**src/rtl/gctl_pkg.sv**
```systemverilog
package gctl_pkg;
    localparam int STATE_W = 2;

    typedef enum logic [STATE_W-1:0] {
        ST_START = 2'b00,
        ST_PLAY  = 2'b01,
        ST_VOTE  = 2'b10,
        ST_OVER  = 2'b11
    } gstate_t;

    typedef struct packed {
        gstate_t st;
    } gctl_regs_t;

    typedef struct packed {
        logic theme;
        logic task_req;
        logic tense;
    } gctl_outs_t;
endpackage

```
**src/rtl/gctl_next.sv**
```systemverilog
// Minimized next-state equations over (s1, s0, g).
module gctl_next
    import gctl_pkg::*;
(
    input  gstate_t cur_i,
    input  logic    btn_i,
    output gstate_t nxt_o
);
    logic s1, s0, n1, n0;

    always_comb begin
        s1 = cur_i[1];
        s0 = cur_i[0];
        // n1 is the majority of s1, s0 and g.
        n1 = (s1 & s0) | (s0 & btn_i) | (s1 & btn_i);
        // n0 is 1 in Start, in Play while idle, in Vote on g, and in Over.
        n0 = (~s1 & ~s0) | (~s1 & ~btn_i) | (s1 & btn_i) | (s1 & s0);
        nxt_o = gstate_t'({n1, n0});
    end
endmodule

```
**src/rtl/gctl_outdec.sv**
```systemverilog
// Moore output equations: built from the state bits alone.
module gctl_outdec
    import gctl_pkg::*;
(
    input  gstate_t    cur_i,
    output gctl_outs_t out_o
);
    always_comb begin
        out_o.theme    = ~cur_i[1];
        out_o.task_req = ~cur_i[1] &  cur_i[0];
        out_o.tense    =  cur_i[1] & ~cur_i[0];
    end
endmodule

```
**src/rtl/gctl_game_fsm.sv**
```systemverilog
module gctl_game_fsm
    import gctl_pkg::*;
(
    input  logic clk_i,
    input  logic rst_i,
    input  logic btn_i,
    output logic theme_o,
    output logic task_o,
    output logic tense_o
);
    gctl_regs_t r_d, r_q;
    gstate_t    nxt;
    gctl_outs_t outs;

    gctl_next u_next (
        .cur_i (r_q.st),
        .btn_i (btn_i),
        .nxt_o (nxt)
    );

    gctl_outdec u_outdec (
        .cur_i (r_q.st),
        .out_o (outs)
    );

    always_comb begin
        r_d = r_q;
        if (rst_i) begin
            r_d.st = ST_START;
        end else begin
            r_d.st = nxt;
        end
    end

    always_ff @(posedge clk_i) begin
        r_q <= r_d;
    end

    assign theme_o = outs.theme;
    assign task_o  = outs.task_req;
    assign tense_o = outs.tense;

    // a reset edge lands in Start
    a_r1_reset_start: assert property (@(posedge clk_i)
        rst_i |=> (r_q.st == ST_START));

    // Start always advances to Play
    a_r2_start_to_play: assert property (@(posedge clk_i) disable iff (rst_i)
        (r_q.st == ST_START) |=> (r_q.st == ST_PLAY));

    // Play branches on the button
    a_r3_play_idle: assert property (@(posedge clk_i) disable iff (rst_i)
        (r_q.st == ST_PLAY && !btn_i) |=> (r_q.st == ST_PLAY));
    a_r3_play_call: assert property (@(posedge clk_i) disable iff (rst_i)
        (r_q.st == ST_PLAY && btn_i) |=> (r_q.st == ST_VOTE));

    // Vote branches to Over or back to Start
    a_r4_vote_end: assert property (@(posedge clk_i) disable iff (rst_i)
        (r_q.st == ST_VOTE && btn_i) |=> (r_q.st == ST_OVER));
    a_r4_vote_restart: assert property (@(posedge clk_i) disable iff (rst_i)
        (r_q.st == ST_VOTE && !btn_i) |=> (r_q.st == ST_START));

    // Over holds
    a_r5_over_hold: assert property (@(posedge clk_i) disable iff (rst_i)
        (r_q.st == ST_OVER) |=> (r_q.st == ST_OVER));

    // at most one music request and tasks only in Play
    a_r6_music_excl: assert property (@(posedge clk_i) disable iff (rst_i)
        $countones({theme_o, tense_o}) <= 1);
    a_r6_task_play: assert property (@(posedge clk_i) disable iff (rst_i)
        task_o |-> (r_q.st == ST_PLAY));

    // outputs move only when the state moves
    a_r7_outs_follow_state: assert property (@(posedge clk_i) disable iff (rst_i)
        $stable(r_q.st) |-> $stable({theme_o, task_o, tense_o}));
endmodule

```
**config.mk**
```make
export PLATFORM = sky130hd
export DESIGN_NAME = gctl_game_fsm
export DESIGN_NICKNAME = d
export VERILOG_FILES = /design/src/rtl/gctl_pkg.sv /design/src/rtl/gctl_next.sv /design/src/rtl/gctl_outdec.sv /design/src/rtl/gctl_game_fsm.sv
export SDC_FILE = /design/constraint.sdc
export NUM_CORES = 1
export LEC_CHECK = 0
export ABC_AREA = 1
export CORE_AREA = 2 2 39 41
export CTS_BUF_LIST = sky130_fd_sc_hd__clkbuf_8
export CTS_CLUSTER_SIZE = 12
export DETAILED_ROUTE_END_ITERATION = 10
export DIE_AREA = 0 0 41 43
export GPL_TIMING_DRIVEN = 0
export PLACE_DENSITY = 0.38
export SYNTH_ARGS = -nofsm -noshare
export SYNTH_HDL_FRONTEND = slang
export SYNTH_HIERARCHICAL = 1
export SYNTH_SLANG_ARGS = --single-unit
```
**constraint.sdc**
```tcl
create_clock -name clk_i -period 1.7 [get_ports clk_i]
set_clock_uncertainty 0.05 [all_clocks]
set_input_delay 0.425 -clock clk_i [delete_from_list [all_inputs] [get_ports clk_i]]
set_output_delay 0.425 -clock clk_i [all_outputs]
set_load 0.05 [all_outputs]
```
=== Word-level counts from Yosys, hierarchy flattened ===
Cells that the tools add are included.

* Register bits: 2
* Input bits: 3
* Output and inout bits: 3
* Logic and storage cells: 16

* Bitwise gates (word level): 15

{| class="wikitable"
|+ Operator list
! cell !! count
|-
| AND 1 bit || 7
|-
| bitwise OR 1 bit || 5
|-
| inverter 1 bit || 3
|}

=== Depth between registers and ports, before layout ===
Gate-level depths: netlist of run 1.

* Word-level depth: 5
* Gate-level depth with buffers: 6
* Gate-level depth less buffers: 5

=== Modules after synthesis ===
Netlist of run 1, hierarchy kept.

{| class="wikitable"
|+ Modules (own cells, without submodules)
! module !! instances !! cells each !! area an instance (um^2) !! sequential area each (um^2)
|-
| gctl_game_fsm || 1 || 6 || 55.1 || 40.0
|-
| gctl_next || 1 || 9 || 43.8 || 0.0
|-
| gctl_outdec || 1 || 4 || 17.5 || 0.0
|}

=== Worst setup path before layout of run 1 ===
Ideal clock, no wire load.

* Path kind: reg-to-output
* Start: register r_q[0] (netlist bit)
* End: output task_o
* Arrival time: 1.060 ns
* Required time: 1.225 ns
* Slack: 0.165 ns
* Cell stages (with the launch flop): 3
* Path buffers: 0
* Path through: dfxtp_1 -> inv_1 -> nor2_1

* Word-level cells in the longest chain between the ends: 1

{| class="wikitable"
|+ Ends and longest elaborated chain
! what !! line !! text
|-
| start, declared || gctl_game_fsm.sv:11 || <nowiki>gctl_regs_t r_d, r_q;</nowiki>
|-
| start signal, assigned || gctl_game_fsm.sv:36 || <nowiki>r_q <= r_d;</nowiki>
|-
| AND 1 bit || gctl_outdec.sv:10 || <nowiki>out_o.task_req = ~cur_i[1] & cur_i[0];</nowiki>
|-
| end, declared || gctl_game_fsm.sv:8 || <nowiki>output logic task_o,</nowiki>
|}

Every way passes these cells.

=== Final worst setup path of run 1 ===
* Start: register r_q[1] (netlist bit)
* End: output theme_o

* Word-level cells in the longest chain between the ends: 1

{| class="wikitable"
|+ Ends and longest elaborated chain
! what !! line !! text
|-
| inverter 1 bit || gctl_outdec.sv:9 || <nowiki>out_o.theme = ~cur_i[1];</nowiki>
|-
| end, declared || gctl_game_fsm.sv:7 || <nowiki>output logic theme_o,</nowiki>
|}

Every way passes these cells.

==> flow_summary_export.csv, run 1 <==
group,metric,value,unit
drt,vias_per_cell,2.84,
timing,finalCriticalPeriod,1590,ps
power,p_leak,0.107,nW
global_routing,grt_overflow,0,
timing,setup_viol,0,
power,p_per_area,1290,nW/µm²
synth,yosysTopAreaCellShare,34.4,%
drt,wl_per_cell,5.74,µm
finish,fillers,171,
setup_path,slowest_stage,"dlygate4sd2_1",
clocking,htreeDepth,1,
floorplan,dieWidth,41,µm
drt,routed_wl,247,µm
status,status,"completed",
timing,report.final.hold_viol_count,0,
floorplan,io_pins,6,
setup_path,criticalPathCategory,"reg -> out",
min_path,min_from,"r_q[1]",
setup_path,cp_data_arrival_time,1120,ps
finish,final_util,16.1,%
drt,drtIter0Drc,0,
synth,synth_fa_ha_area_share,0,%
flow_run,drv_cap,0,
drt,dr.pass1.iters,1,
finish,largest_register,"r_q",
timing,clock.fmax,629,MHz
floorplan,core_area,1380,µm²
floorplan,die-area,1760,µm²
placed_design,placed_area,186,µm²
synth,synth_simple_gate_area_share,28.0,%
clocking,clk_latency,210,ps
placed_design,io_buffer_count,5,
synth,synth_mux_area_share,0,%
setup_path,critPathMaxStageDelay,520,ps
global_routing,grt_max_degree,6,
global_routing,grt_use_total,4.40,%
setup_path,cp-start-kind,"flop",
finish,reg_top3,"r_q: 2 flops",
synth,synth_cells,19,
synth,synth_top_flop_cell,"dfxtp_1",
setup_path,reg2reg_to,"r_q[0]",
clocking,cts_buffer_depth,2,
synth,ys_seq_elements,2,
setup_path,worstPathRequired,1220,ps
clocking,cts_setup_buffers,0,
synth,yosysUniqueCellTypes,9,
synth,synth_warnings,6,
finish,drive_above_1_share,33.3,%
timing,slew_headroom,68.0,%
clocking,clock-root-buffer,"clkbuf_8",
finish,stdcell_area,223,µm²
synth,seq_area_frac_synth,34.4,%
drt,vias,122,
global_routing,grt_pass1_vias,117,
clocking,cts_tree,"yes",
finish,diodes,0,
placed_design,dp_hpwl,176,µm
setup_path,path_cells,"inv_2 -> dlygate4sd2_1",
finish,largest_reg_flops,2,
timing,final.setup.tns,0,ps
synth,yosys-top-cells-count,"4 x inv_1, 4 x nor2_1, 3 x nand2_1, 2 x buf_4, 2 x dfxtp_1",
timing,post-route-worst-setup-slack,109,ps
clocking,clk_pin_slew,30,ps
clocking,cts-buffers-inserted,3,
timing,fin_crit_sh,93.6,%
min_path,min_path_cells,5,
power,p_total,0.000287,W
placed_design,dp_slack,-99.2,ps
setup_path,reg2reg_depth,6,
synth,synth_compound_area_share,8.60,%
synth,postSynthAreaPerCell,6.12,µm²
min_path,min_to,"r_q[0]",
synth,synth_top_area_cell,"dfxtp_1",
timing,rsz0062_at_grt,"false",
min_path,hold_class,"reg -> reg",
floorplan,num_rows,14,
timing,worstMarginPinSlew,482,ps
drt,antenna_left,0,
global_routing,grt_pass1_wl,393,µm
setup_path,path_max_fanout,4,
synth,synth_edf_count,0,
synth,synth_top_family_by_area,"buffers and inverters",
power,ir_worst_vdd,249,µV
setup_path,r2r_start,"r_q[0]",
synth,synth_xor_area_share,0,%
synth,syn_area,116,µm²
global_routing,antenna_found_initial,0,
synth,synth_area_leaders,"dfxtp_1 34%, buf_4 13%, inv_1 13%",
timing,drv_slew,0,
finish,nets,32,
drt,route.detailed.drc,0,
floorplan,initial_utilization,8.41,%
placed_design,place.gp.congestion,0.519,
floorplan,fp.dieH,43,µm
clocking,cts_sinks,2,
clocking,cts_hold_buf,0,
finish,area.growth.synth_to_final,91.4,%
setup_path,r2r_slack,750,ps
synth,async_flop_share,0,%
synth,syn-num-nets,22,
setup_path,cp-end-kind,"output pin",
-- cell type report --
| class | instances | area [µm²] | share of cell area (%) |
|---|---|---|---|
| inverter | 5 | 18.8 | 8.43 |
| sequential | 2 | 40.0 | 18.0 |
| clock buffer | 3 | 41.3 | 18.5 |
| timing repair buffer | 5 | 45.0 | 20.2 |
| buffer | 2 | 15.0 | 6.74 |
| tap | 16 | 20.0 | 8.99 |
| multi-input combinational | 10 | 42.5 | 19.1 |
-- power breakdown --
| group | switching, W | internal (W) |
|---|---|---|
| clock network | 0.0000330 | 0.000149 |
| logic | 0.0000292 | 0.0000202 |
| registers | 0.00000442 | 0.0000511 |
-- per-stage QoR --
step	cells	hold slack (ps)
2_1_floorplan	19	446
3_3_place_gp	40	652
3_5_place_dp	40	650
4_1_cts	43	660
5_1_grt	43	719
6_report	43	648
-- worst max-delay path, delay by kind of cell (launching register included) --
| family | cells | cell delay [ps] |
|---|---|---|
| buf+inv | 2 | 590 |
| flops | 1 | 330 |
-- repair_timing --
action | CTS | global route
gates cloned | 0 | 0
gates resized for setup | 6 | 1
setup endpoints to repair | 3 | 1
-- layer usage --
metal / GRT usage, % / part of all wire, % / vias to the layer above
met1: 3.50 / 45 / 46
met3: 3.14 / 15 / 2
met5: 0 / 0 / -
met4: 10.0 / 3.6 / 0
met2: 3.75 / 37 / 6
li1: - / - / 68
-- worst max path at each step --
stage	cells past startpoint	from	to	slack, ps
CTS	3	r_q[1]	tense_o	20
finish	2	r_q[1]	theme_o	110
detailed placement	3	r_q[0]	task_o	-100
floorplan	2	r_q[0]	task_o	170
global route	3	r_q[0]	task_o	60
global placement	3	r_q[0]	task_o	-100
-- logic make-up (layout without fill, tap and decap cells) --
group	Yosys count	in the layout
AO/OA/AOI/OAI	2	2
buffers and inverters	7	15
flip-flops	2	2
AND/OR/NAND/NOR	8	8
-- cell usage in the layout, fill, tap and decap left out, drive strengths merged --
cell type      n
o21ai          1
clkbuf         4
nor2           5
a21oi          1
nand2          3
dlygate4sd2    1
clkdlybuf4s50  2
buf            2
clkdlybuf4s15  1
inv            5
dfxtp          2
Note: power is estimated with default switching activity, not from simulation.
==> run 2: changes to the inputs <==
--- a/config.mk
+++ b/config.mk
@@ -8,6 +8,7 @@
 export ABC_AREA = 1
 export CORE_AREA = 2 2 39 41
 export CTS_BUF_LIST = sky130_fd_sc_hd__clkbuf_8
+export CTS_CLUSTER_DIAMETER = 120
 export CTS_CLUSTER_SIZE = 12
 export DETAILED_ROUTE_END_ITERATION = 10
 export DIE_AREA = 0 0 41 43
==> results of run 2 <==
The final DEF is identical to that of run 1; final timing and power are the same.
